$ cat src/rtl/accel_win_pkg.sv
package accel_win_pkg;

    typedef logic [2:0] ofs_t;

    localparam ofs_t OFS_COLD  = 3'd0;
    localparam ofs_t OFS_OPT   = 3'd1;
    localparam ofs_t OFS_KEY   = 3'd2;
    localparam ofs_t OFS_STAT  = 3'd3;
    localparam ofs_t OFS_SLOT  = 3'd4;
    localparam ofs_t OFS_SPEED = 3'd5;
    localparam ofs_t OFS_TAGA  = 3'd6;
    localparam ofs_t OFS_TAGC  = 3'd7;

    localparam int SPEED_W = 4;
    localparam int OPT_W   = 5;
    localparam int SLOT_W  = 7;

    typedef struct packed {
        logic [SPEED_W-1:0] speed;
        logic [OPT_W-1:0]   opt;
        logic [SLOT_W-1:0]  slot_dly;
        logic               spkr_dly;
        logic               en;
        logic               cold;
        logic               warm;
        logic               tag_upd;
        logic               trash;
    } cfg_t;

    function automatic cfg_t cfg_defaults();
        cfg_t c;
        c    = '0;
        c.en = 1'b1;
        return c;
    endfunction

endpackage

$ cat src/rtl/accel_unlock_seq.sv
module accel_unlock_seq #(
    parameter int         UNLOCK_WRITES = 4,
    parameter logic [3:0] KEY_UNLOCK    = 4'h5,
    parameter logic [3:0] KEY_LOCK      = 4'hA
) (
    input  logic       clk,
    input  logic       por_n,
    input  logic       wrst_n,
    input  logic       acc_i,
    input  logic       key_wr_i,
    input  logic [3:0] key_i,
    output logic       unlocked_o
);
    localparam int CNT_W = $clog2(UNLOCK_WRITES + 1);
    localparam logic [CNT_W-1:0] LAST = CNT_W'(UNLOCK_WRITES - 1);

    typedef struct packed {
        logic [CNT_W-1:0] cnt;
        logic             unlocked;
    } seq_t;

    seq_t seq_d, seq_q;
    logic unlock_hit, lock_hit;

    always_comb begin
        unlock_hit = key_wr_i && (key_i == KEY_UNLOCK);
        lock_hit   = key_wr_i && (key_i == KEY_LOCK) && seq_q.unlocked;
        seq_d      = seq_q;
        if (!wrst_n) begin
            seq_d = '0;
        end else if (unlock_hit) begin
            if (seq_q.unlocked) begin
                seq_d.cnt = '0;
            end else if (seq_q.cnt == LAST) begin
                seq_d.unlocked = 1'b1;
                seq_d.cnt      = '0;
            end else begin
                seq_d.cnt = seq_q.cnt + 1'b1;
            end
        end else if (lock_hit) begin
            seq_d.unlocked = 1'b0;
            seq_d.cnt      = '0;
        end else if (acc_i) begin
            seq_d.cnt = '0;
        end
    end

    always_ff @(posedge clk or negedge por_n) begin
        if (!por_n) seq_q <= '0;
        else        seq_q <= seq_d;
    end

    assign unlocked_o = seq_q.unlocked;


    unlock_needs_key_chk: assert property (@(posedge clk) disable iff (!por_n)
        $rose(seq_q.unlocked) |-> $past(unlock_hit && wrst_n));


    count_reset_chk: assert property (@(posedge clk) disable iff (!por_n)
        (acc_i && !unlock_hit) |=> (seq_q.cnt == '0));


    lock_key_chk: assert property (@(posedge clk) disable iff (!por_n)
        (key_wr_i && key_i == KEY_LOCK) |=> !seq_q.unlocked);

endmodule

$ cat src/rtl/accel_cfg_regs.sv
module accel_cfg_regs
    import accel_win_pkg::*;
#(
    parameter logic [3:0] KEY_UNLOCK = 4'h5,
    parameter logic [3:0] KEY_LOCK   = 4'hA
) (
    input  logic       clk,
    input  logic       por_n,
    input  logic       wrst_n,
    input  logic       wr_i,
    input  logic       rd_i,
    input  ofs_t       ofs_i,
    input  logic [7:0] wdata_i,
    input  logic       unlocked_i,
    input  logic       tag_wr_i,
    output cfg_t       cfg_o
);
    cfg_t cfg_d, cfg_q, kept;
    logic wr_ok, rd_ok;

    always_comb begin
        wr_ok = wr_i && unlocked_i;
        rd_ok = rd_i && unlocked_i;
        cfg_d = cfg_q;
        if (wr_ok) begin
            case (ofs_i)
                OFS_COLD:  cfg_d.cold = 1'b1;
                OFS_OPT:   cfg_d.opt  = wdata_i[7:3];
                OFS_KEY: begin
                    if (wdata_i[7:4] != KEY_UNLOCK && wdata_i[7:4] != KEY_LOCK)
                        cfg_d.en = 1'b0;
                end
                OFS_STAT:  cfg_d.en = 1'b1;
                OFS_SLOT:  {cfg_d.slot_dly, cfg_d.spkr_dly} = wdata_i;
                OFS_SPEED: cfg_d.speed = wdata_i[7:4];
                default:   ;
            endcase
        end
        if (rd_ok && ofs_i == OFS_TAGC) cfg_d.tag_upd = 1'b0;
        if (rd_ok && ofs_i == OFS_TAGA) cfg_d.trash   = 1'b1;
        if (tag_wr_i) begin
            cfg_d.tag_upd = 1'b1;
            cfg_d.trash   = 1'b0;
        end
        kept         = cfg_q;
        kept.warm    = 1'b1;
        kept.tag_upd = 1'b0;
        kept.trash   = 1'b0;
        if (!wrst_n) cfg_d = cfg_q.cold ? cfg_defaults() : kept;
    end

    always_ff @(posedge clk or negedge por_n) begin
        if (!por_n) cfg_q <= cfg_defaults();
        else        cfg_q <= cfg_d;
    end

    assign cfg_o = cfg_q;


    locked_hold_chk: assert property (@(posedge clk) disable iff (!por_n)
        (!unlocked_i && !tag_wr_i && wrst_n) |=> $stable(cfg_q));


    speed_src_chk: assert property (@(posedge clk) disable iff (!por_n)
        !$stable(cfg_q.speed) |->
            ($past(wr_i && unlocked_i && ofs_i == OFS_SPEED) || $past(!wrst_n)));


    tag_clear_chk: assert property (@(posedge clk) disable iff (!por_n)
        (rd_i && unlocked_i && ofs_i == OFS_TAGC && !tag_wr_i && wrst_n) |=> !cfg_q.tag_upd);


    cold_reload_chk: assert property (@(posedge clk) disable iff (!por_n)
        (!wrst_n && cfg_q.cold) |=> (cfg_q.speed == '0 && cfg_q.en && !cfg_q.cold && !cfg_q.warm));

endmodule

$ cat src/rtl/accel_rd_mux.sv
module accel_rd_mux
    import accel_win_pkg::*;
(
    input  logic               clk,
    input  logic               por_n,
    input  logic               rd_i,
    input  ofs_t               ofs_i,
    input  logic               unlocked_i,
    input  logic [SPEED_W-1:0] speed_i,
    input  logic [OPT_W-1:0]   opt_i,
    input  logic [SLOT_W-1:0]  slot_i,
    input  logic               spkr_i,
    input  logic               en_i,
    input  logic               warm_i,
    input  logic               tag_upd_i,
    input  logic               ms_clk_i,
    input  logic               slow_dly_i,
    input  logic [1:0]         cache_size_i,
    input  logic               dma_i,
    input  logic               gs_i,
    input  logic [7:0]         bank_i,
    input  logic [7:0]         tag_data_i,
    output logic [7:0]         rdata_o
);
    logic [7:0] rdata_d, rdata_q, sel_val;

    always_comb begin
        case (ofs_i)
            OFS_OPT:   sel_val = {opt_i, warm_i, dma_i, gs_i};
            OFS_KEY:   sel_val = {speed_i, 4'hF};
            OFS_STAT:  sel_val = {ms_clk_i, tag_upd_i, opt_i[OPT_W-1], !en_i,
                                  slow_dly_i, 1'b0, cache_size_i};
            OFS_SLOT:  sel_val = {slot_i, spkr_i};
            OFS_SPEED: sel_val = bank_i;
            OFS_TAGA,
            OFS_TAGC:  sel_val = tag_data_i;
            default:   sel_val = 8'h00;
        endcase
        rdata_d = rdata_q;
        if (rd_i) rdata_d = unlocked_i ? sel_val : 8'h00;
    end

    always_ff @(posedge clk or negedge por_n) begin
        if (!por_n) rdata_q <= '0;
        else        rdata_q <= rdata_d;
    end

    assign rdata_o = rdata_q;


    locked_read_zero_chk: assert property (@(posedge clk) disable iff (!por_n)
        (rd_i && !unlocked_i) |=> (rdata_o == 8'h00));


    bank_read_chk: assert property (@(posedge clk) disable iff (!por_n)
        (rd_i && unlocked_i && ofs_i == OFS_SPEED) |=> (rdata_o == $past(bank_i)));

endmodule

$ cat src/rtl/accel_reg_window.sv
module accel_reg_window
    import accel_win_pkg::*;
#(
    parameter int         UNLOCK_WRITES = 4,
    parameter logic [3:0] KEY_UNLOCK    = 4'h5,
    parameter logic [3:0] KEY_LOCK      = 4'hA
) (
    input  logic       clk,
    input  logic       por_n,
    input  logic       wrst_n,
    input  logic       bus_sel,
    input  logic       bus_wr,
    input  logic       bus_rd,
    input  logic [2:0] bus_addr,
    input  logic [7:0] bus_wdata,
    output logic [7:0] bus_rdata,
    input  logic       ms_clk_i,
    input  logic       slow_dly_i,
    input  logic [1:0] cache_size_i,
    input  logic       dma_i,
    input  logic       gs_i,
    input  logic [7:0] cpu_bank_i,
    input  logic [7:0] tag_data_i,
    input  logic       tag_wr_i,
    output logic       unlocked_o,
    output logic       accel_en_o,
    output logic [3:0] speed_o,
    output logic [4:0] opt_o,
    output logic [6:0] slot_dly_o,
    output logic       spkr_dly_o,
    output logic       trash_arm_o
);
    logic acc, wr_en, rd_en, key_wr, unlocked;
    cfg_t cfg;

    always_comb begin
        acc    = bus_sel && (bus_wr || bus_rd);
        wr_en  = bus_sel && bus_wr;
        rd_en  = bus_sel && bus_rd && !bus_wr;
        key_wr = wr_en && (bus_addr == OFS_KEY);
    end

    accel_unlock_seq #(
        .UNLOCK_WRITES(UNLOCK_WRITES),
        .KEY_UNLOCK   (KEY_UNLOCK),
        .KEY_LOCK     (KEY_LOCK)
    ) i_seq (
        .clk       (clk),
        .por_n     (por_n),
        .wrst_n    (wrst_n),
        .acc_i     (acc),
        .key_wr_i  (key_wr),
        .key_i     (bus_wdata[7:4]),
        .unlocked_o(unlocked)
    );

    accel_cfg_regs #(
        .KEY_UNLOCK(KEY_UNLOCK),
        .KEY_LOCK  (KEY_LOCK)
    ) i_cfg (
        .clk       (clk),
        .por_n     (por_n),
        .wrst_n    (wrst_n),
        .wr_i      (wr_en),
        .rd_i      (rd_en),
        .ofs_i     (bus_addr),
        .wdata_i   (bus_wdata),
        .unlocked_i(unlocked),
        .tag_wr_i  (tag_wr_i),
        .cfg_o     (cfg)
    );

    accel_rd_mux i_rd (
        .clk         (clk),
        .por_n       (por_n),
        .rd_i        (rd_en),
        .ofs_i       (bus_addr),
        .unlocked_i  (unlocked),
        .speed_i     (cfg.speed),
        .opt_i       (cfg.opt),
        .slot_i      (cfg.slot_dly),
        .spkr_i      (cfg.spkr_dly),
        .en_i        (cfg.en),
        .warm_i      (cfg.warm),
        .tag_upd_i   (cfg.tag_upd),
        .ms_clk_i    (ms_clk_i),
        .slow_dly_i  (slow_dly_i),
        .cache_size_i(cache_size_i),
        .dma_i       (dma_i),
        .gs_i        (gs_i),
        .bank_i      (cpu_bank_i),
        .tag_data_i  (tag_data_i),
        .rdata_o     (bus_rdata)
    );

    assign unlocked_o  = unlocked;
    assign accel_en_o  = cfg.en;
    assign speed_o     = cfg.speed;
    assign opt_o       = cfg.opt;
    assign slot_dly_o  = cfg.slot_dly;
    assign spkr_dly_o  = cfg.spkr_dly;
    assign trash_arm_o = cfg.trash;


    enable_write_chk: assert property (@(posedge clk) disable iff (!por_n)
        (wr_en && unlocked && bus_addr == OFS_STAT && wrst_n && !tag_wr_i) |=> accel_en_o);


    trash_arm_chk: assert property (@(posedge clk) disable iff (!por_n)
        (rd_en && unlocked && bus_addr == OFS_TAGA && wrst_n && !tag_wr_i) |=> trash_arm_o);

endmodule

$ cat config.mk
export PLATFORM = sky130hd
export DESIGN_NAME = accel_reg_window
export DESIGN_NICKNAME = d
export VERILOG_FILES = /design/src/rtl/accel_win_pkg.sv /design/src/rtl/accel_unlock_seq.sv /design/src/rtl/accel_cfg_regs.sv /design/src/rtl/accel_rd_mux.sv /design/src/rtl/accel_reg_window.sv
export SDC_FILE = /design/constraint.sdc
export NUM_CORES = 1
export LEC_CHECK = 0
export CAP_MARGIN = 20
export CORE_ASPECT_RATIO = 1.25
export CORE_MARGIN = 4
export CORE_UTILIZATION = 60
export DETAILED_ROUTE_END_ITERATION = 8
export DONT_BUFFER_PORTS = 1
export GPL_TIMING_DRIVEN = 0
export PLACE_DENSITY = 0.87
export SYNTH_ARGS = -nofsm -noshare
export SYNTH_HDL_FRONTEND = slang
export SYNTH_SLANG_ARGS = --single-unit
$ cat constraint.sdc
create_clock -name clk -period 1.9 [get_ports clk]
set_clock_uncertainty 0.2 [all_clocks]
set_input_delay 0.38 -clock clk [delete_from_list [all_inputs] [get_ports clk]]
set_output_delay 0.38 -clock clk [all_outputs]
set_load 0.01 [all_outputs]
After elaboration in Yosys (flattened, before gate mapping) --
Index checks and enable logic that the tools add are counted.
Storage, ports and cells: memories kept 0, input bits 40, memory bits (writable) 0, logic and storage cells 83, ROM bits 0, register bits after elaboration 34, bits in latches 0
Cells by class: multipliers 0, eq/ne operators 23, multiplexer cells 23, reductions and logical operators 24, add/subtract/negate cells 1, shift operators 0, magnitude comparators 0, divide/modulo/power cells 0, bitwise logic cells 0
Operators by type and width (number):
- $pmux W8 S6 | 1
- $mux W22 | 2
- $mux W19 | 1
- $mux W8 | 2
- $logic_and A1 B1 Y1 | 13
- $eq A3 B3 Y1 const B | 4
- $mux W3 | 4
- $mux W4 | 3
- $ne A3 B1 Y1 const B | 4
- $ne A2 B1 Y1 const B | 5
- $eq A3 B2 Y1 const B | 3
- $reduce_and A3 Y1 | 3
- $mux W1 | 7
- $mux W5 | 1
- $eq A4 B3 Y1 const B | 1
- $eq A4 B4 Y1 const B | 1
- $ne A4 B1 Y1 const B | 1
- $ne A4 B3 Y1 const B | 1
- $ne A4 B4 Y1 const B | 1
- $reduce_and A4 Y1 | 1
- $add A3 B1 Y3 const B | 1
- $eq A3 B1 Y1 const B | 1
- $logic_not A3 Y1 | 1
- $ne A3 B2 Y1 const B | 1
- 7 further kinds | 8

Depth between registers and ports, before layout --
word-level depth 7, depth in mapped cells 6

Hierarchy --
From an unflattened synthesis, not the netlist that was laid out.
Unflattened totals: cells, all modules 188, area, all modules 2020.7 µm²
By module, submodules not included:
- accel_cfg_regs | cells each 79, area an instance 1028.5 µm², instances 1, sequential area each 551.8 µm²
- accel_rd_mux | cells each 79, area an instance 713.2 µm², instances 1, sequential area each 200.2 µm²
- accel_unlock_seq | cells each 25, area an instance 242.7 µm², instances 1, sequential area each 100.1 µm²
- accel_reg_window | cells each 5, area an instance 36.3 µm², instances 1, sequential area each 0.0 µm²

Worst setup path after synthesis --
Ideal clock, no wire load.
path type in2reg, start input wrst_n, end register i_cfg.cfg_q, in the netlist i_cfg.cfg_o[18], arrival time 1376 ps, slack 196 ps, cell stages on the path 5, setup time 128 ps, buffers on the path 1, cells stage by stage buf_2 and4_4 nor2_4 a21oi_2 mux2_1
Between the ends: cells in the longest elaborated chain, start to end 2
Ends and longest elaborated chain:
- start: declaration | line accel_reg_window.sv:10 | input logic wrst_n,
- $ne A2 B1 Y1 (no source line) / $reduce_bool A2 Y1 (equally long branches)
- $reduce_and A3 Y1 (no source line)
- end signal: assignment | line accel_cfg_regs.sv:53 | if (!por_n) cfg_q <= cfg_defaults();
- end signal: assignment | line accel_cfg_regs.sv:54 | else cfg_q <= cfg_d;
- end: declaration | line accel_cfg_regs.sv:18 | cfg_t cfg_d, cfg_q, kept;
Several ways; a longest one is shown, not always the timed one. A chain may end at the register's enable or synchronous reset.

Worst setup path in the final report --
start register i_seq.seq_q, in the netlist i_seq.unlocked_o, end register i_cfg.cfg_q, in the netlist i_cfg.cfg_o[19]
Between the ends: cells in the longest elaborated chain, start to end 3
Ends and longest elaborated chain:
- start: declaration | line accel_unlock_seq.sv:22 | seq_t seq_d, seq_q;
- start signal: assignment | line accel_unlock_seq.sv:50 | else seq_q <= seq_d;
- $logic_and A1 B1 Y1 | line accel_cfg_regs.sv:22 | wr_ok = wr_i && unlocked_i;
- $ne A2 B1 Y1 (no source line)
- $reduce_and A3 Y1 (no source line)
Every way passes these cells.

==> results by group <==
CTS
  – Clock root buffer: clkbuf_8
  – Clk slew on worst S/H paths: about 70 ps
  – Clk sink count: 34
  – CTS Buf Count: 5
  – Max Buffers Root-to-Sink: 2
  – H-Tree Depth: 2
  – TritonCTS clock tree: done
  – Postcts setup bufs: 0
  – Clock latency on the worst-skew pair: about 290 ps

Logic synthesis
  – Yosys cell types: 53
  – Post-synthesis simple-gate area fraction: between 10% and 20%
  – Post-Syn Nets: approximately 240
  – Yosys top cell area share: approximately two fifths
  – Sequential element share of the synthesized area: 40.7%
  – XOR/XNOR share of the synthesized area: 0%
  – Synth Area in Compound Gates: between 15 and 20%
  – Synth Register Bits: 34
  – Syn avg cell area: ~11 um2
  – Ys Warns: 0
  – Largest family of logic cells by synthesized area: compound AO/OA/AOI/OAI gates
  – Synthesized cell area: roughly 2100 um2
  – Adder-Cell Fraction of Synth Area: less than 1%
  – Dominant synthesized flop cell: dfrtp_1
  – Async SR Flop Fraction: 100%
  – Multiplexer share of the synthesized area: 12.2%
  – Dominant cell type by area after synthesis: dfrtp_1
  – Number of synthesized flops with an enable pin: 0
  – Synth Instances: approximately 200
  – Top post-synthesis cells by area: dfrtp_1 39%, buf_4 6.5%, mux2_1 5.9%, o21ai_1 3.1%, nand2_1 3.0%

Power
  – Sw frac: between 20% and 30%
  – Clock share of power: between 30% and 40%
  – Combinational Power Share: 11.2%
  – P_leak: 0.00109 uW
  – VDD IR-drop max: 0.592 mV
  – Sequential power share: between 50% and 60%
  – PwrDens: 620 nW/um2
  – Internal power: 1040 uW
  – Final Power: 1400 uW
  – Switching Power: about 360 uW

Setup path
  – Worst Path Arrival: about 1700 ps
  – Largest stage delay, worst path: 470 ps
  – Crit path max fanout: 8
  – CP Class: reg2reg
  – CP cell instances: and4_4, nor2_4, a21oi_2, mux2_1
  – Buf/Inv on CP: 0
  – Startpoint Class: flip-flop
  – Worst Path Required: roughly 1900 ps
  – Critical Path Slowest Stage Cell: dfrtp_2
  – Delay-heaviest family, CP: flip-flops
  – CP Capture Type: flip-flop

Timing
  – Final Hold Vio Count: 0
  – Fmax: approximately 0.58 GHz
  – Worst Hold Slack: 7.86 ps
  – Post-route clock period utilization: slightly above 90%
  – RSZ-0062 raised after global routing: no
  – Minimum clock period: between 1500 and 2000 ps
  – Slew @ Worst Pin: between 600 and 700 ps
  – Worst setup margin: between 150 and 200 ps
  – TNS Setup: 0 ps
  – # setup viols final: 0
  – Relative slew slack: 56.6%
  – Max-slew violation count: 0

Detailed routing
  – WL/cell: 21.5 um
  – Via/cell ratio: 6.37
  – DRC: 0
  – First-pass iteration count of the detailed router: 4
  – Post-route ant nets: 0
  – Final WL: around 5300 um
  – Vias: between 1500 and 2000
  – Drt initial violations: approximately 110

Outcome
  – Outcome: completed

Place
  – IO Port Bufs: 0
  – RD Place Congestion: between 0.8 and 0.9
  – Hpwl dp: between 4000 and 5000 um
  – Cell count after placement: ~240
  – Pre-CTS setup slack: ~41 ps

Cells and area
  – Area grow syn2layout: 8.12%
  – Commonest non-fill, non-tap cell in the layout: dfrtp_1
  – Share of cells above drive strength 1: between 20% and 30%
  – Final #Nets: 249
  – ANT cells: 0
  – Most frequent cells in the layout: 32 x dfrtp_1, 18 x buf_4, 17 x nand2_1
  – Final Non-Filler Cells: 246

Floorplan
  – Die area: 4510 um2
  – Initial core utilization: between 60% and 70%
  – Boundary Pins: 68
  – Placeable Area: ~3300 um2
  – Row Count: 23
  – Die span in x: just over 60 um
  – Die Y: between 70 and 80 um

Global routing
  – Largest net degree at the start of global routing: 35
  – Grt ovf: 0
  – First-pass GRT wire length: 8270 um
  – Gr usage total: 25.2%
  – Number of global-route vias before repair: 1610
  – Initial antenna violation count: 0

Min path
  – Hold Path Class: in2reg

Flow run
  – Max_cap viols: 0
==> synthesized netlist by cell type (2+ instances only) <==
library cell,count
dfrtp_1,33
buf_4,18
nand2_1,17
o21ai_1,13
mux2_1,11
nor2_1,8
a22o_1,7
mux2i_1,6
and2_1,5
buf_6,5
nand3b_1,5
mux2_4,4
nor3_1,4
o21a_1,4
a21oi_1,3
a221oi_1,3
and3_1,3
buf_2,3
a211oi_1,2
a21o_1,2
a222oi_1,2
a31o_2,2
inv_1,2
nand2b_1,2
nand3_1,2
nor2b_1,2
nor4bb_1,2
o211ai_1,2
o21ai_0,2
==> worst paths after layout <==
path	from	end	slack, ps	cells past startpoint
worst min register to register	i_seq.seq_q[3]	i_seq.seq_q[3]	300	1
max in group asynchronous	por_n	i_cfg.cfg_o[4]	920	2
worst max register to register	i_seq.unlocked_o	i_cfg.cfg_o[19]	160	4
worst min-delay path	bus_wdata[0]	i_cfg.cfg_o[5]	8	2
worst max-delay path	i_seq.unlocked_o	i_cfg.cfg_o[19]	160	4
min in group asynchronous	por_n	i_rd.rdata_o[1]	330	2
==> what timing repair did <==
| action | 4_1_cts | 5_1_grt |
|---|---|---|
| endpoints found under the setup margin | 0 | 5 |
| hold buffers | 3 | 0 |
| resized for setup | 0 | 1 |
| hold endpoints to repair | 35 | 0 |
==> power groups by stage <==
stage	Clock (uW)	Combinational [uW]	Sequential (uW)
after floorplan	0	107	740
after detailed placement	0	133	740
after global routing	558	172	726
after global placement	0	128	740
after CTS	530	157	726
final	521	157	726
==> per-stage QoR <==
stage / utilization [%] / area, um2
2_1_floorplan: - / 2090
3_3_place_gp: 65.3 / 2140
3_5_place_dp: 65.3 / 2140
4_1_cts: 69.0 / 2260
5_1_grt: 69.0 / 2260
6_report: 69.0 / 2260
==> state kept, by name, indices dropped and copies added, names as in the netlist <==
name              flops
i_seq.unlocked_o      1
i_rd.rdata_o          8
i_cfg.cfg_o          22
i_seq.seq_q           3
==> area by class of cell <==
class                   instances  area, um2
fillers                       253       1020
clock buffers                   6       72.6
multi-input cells             135       1020
well taps                      37       46.3
plain buffers                  27        210
repair buffers                  3       40.0
inverters                       2       7.51
flip-flops and latches         34        853
clock inverters                 2       10.0
==> per-layer routing <==
metal  vias to the layer above  wire [um]  global-route usage [%]
li1                        729          -                       -
met1                       760       1960                    30.2
met2                        67       2750                    42.8
met3                        10        479                    7.81
met4                         0         96                    7.71
met5                         -          0                       0
==> logic make-up (layout without fill, tap and decap cells) <==
logic type                 count (synthesis)  after routing
muxes                                     22             22
and+or+nand+nor                           62             62
buffers and inverters                     29             40
AOI/OAI and AO/OA                         50             50
DFF                                       34             34
adders and majority gates                  1              1
Power figures use the tool's default switching activity.
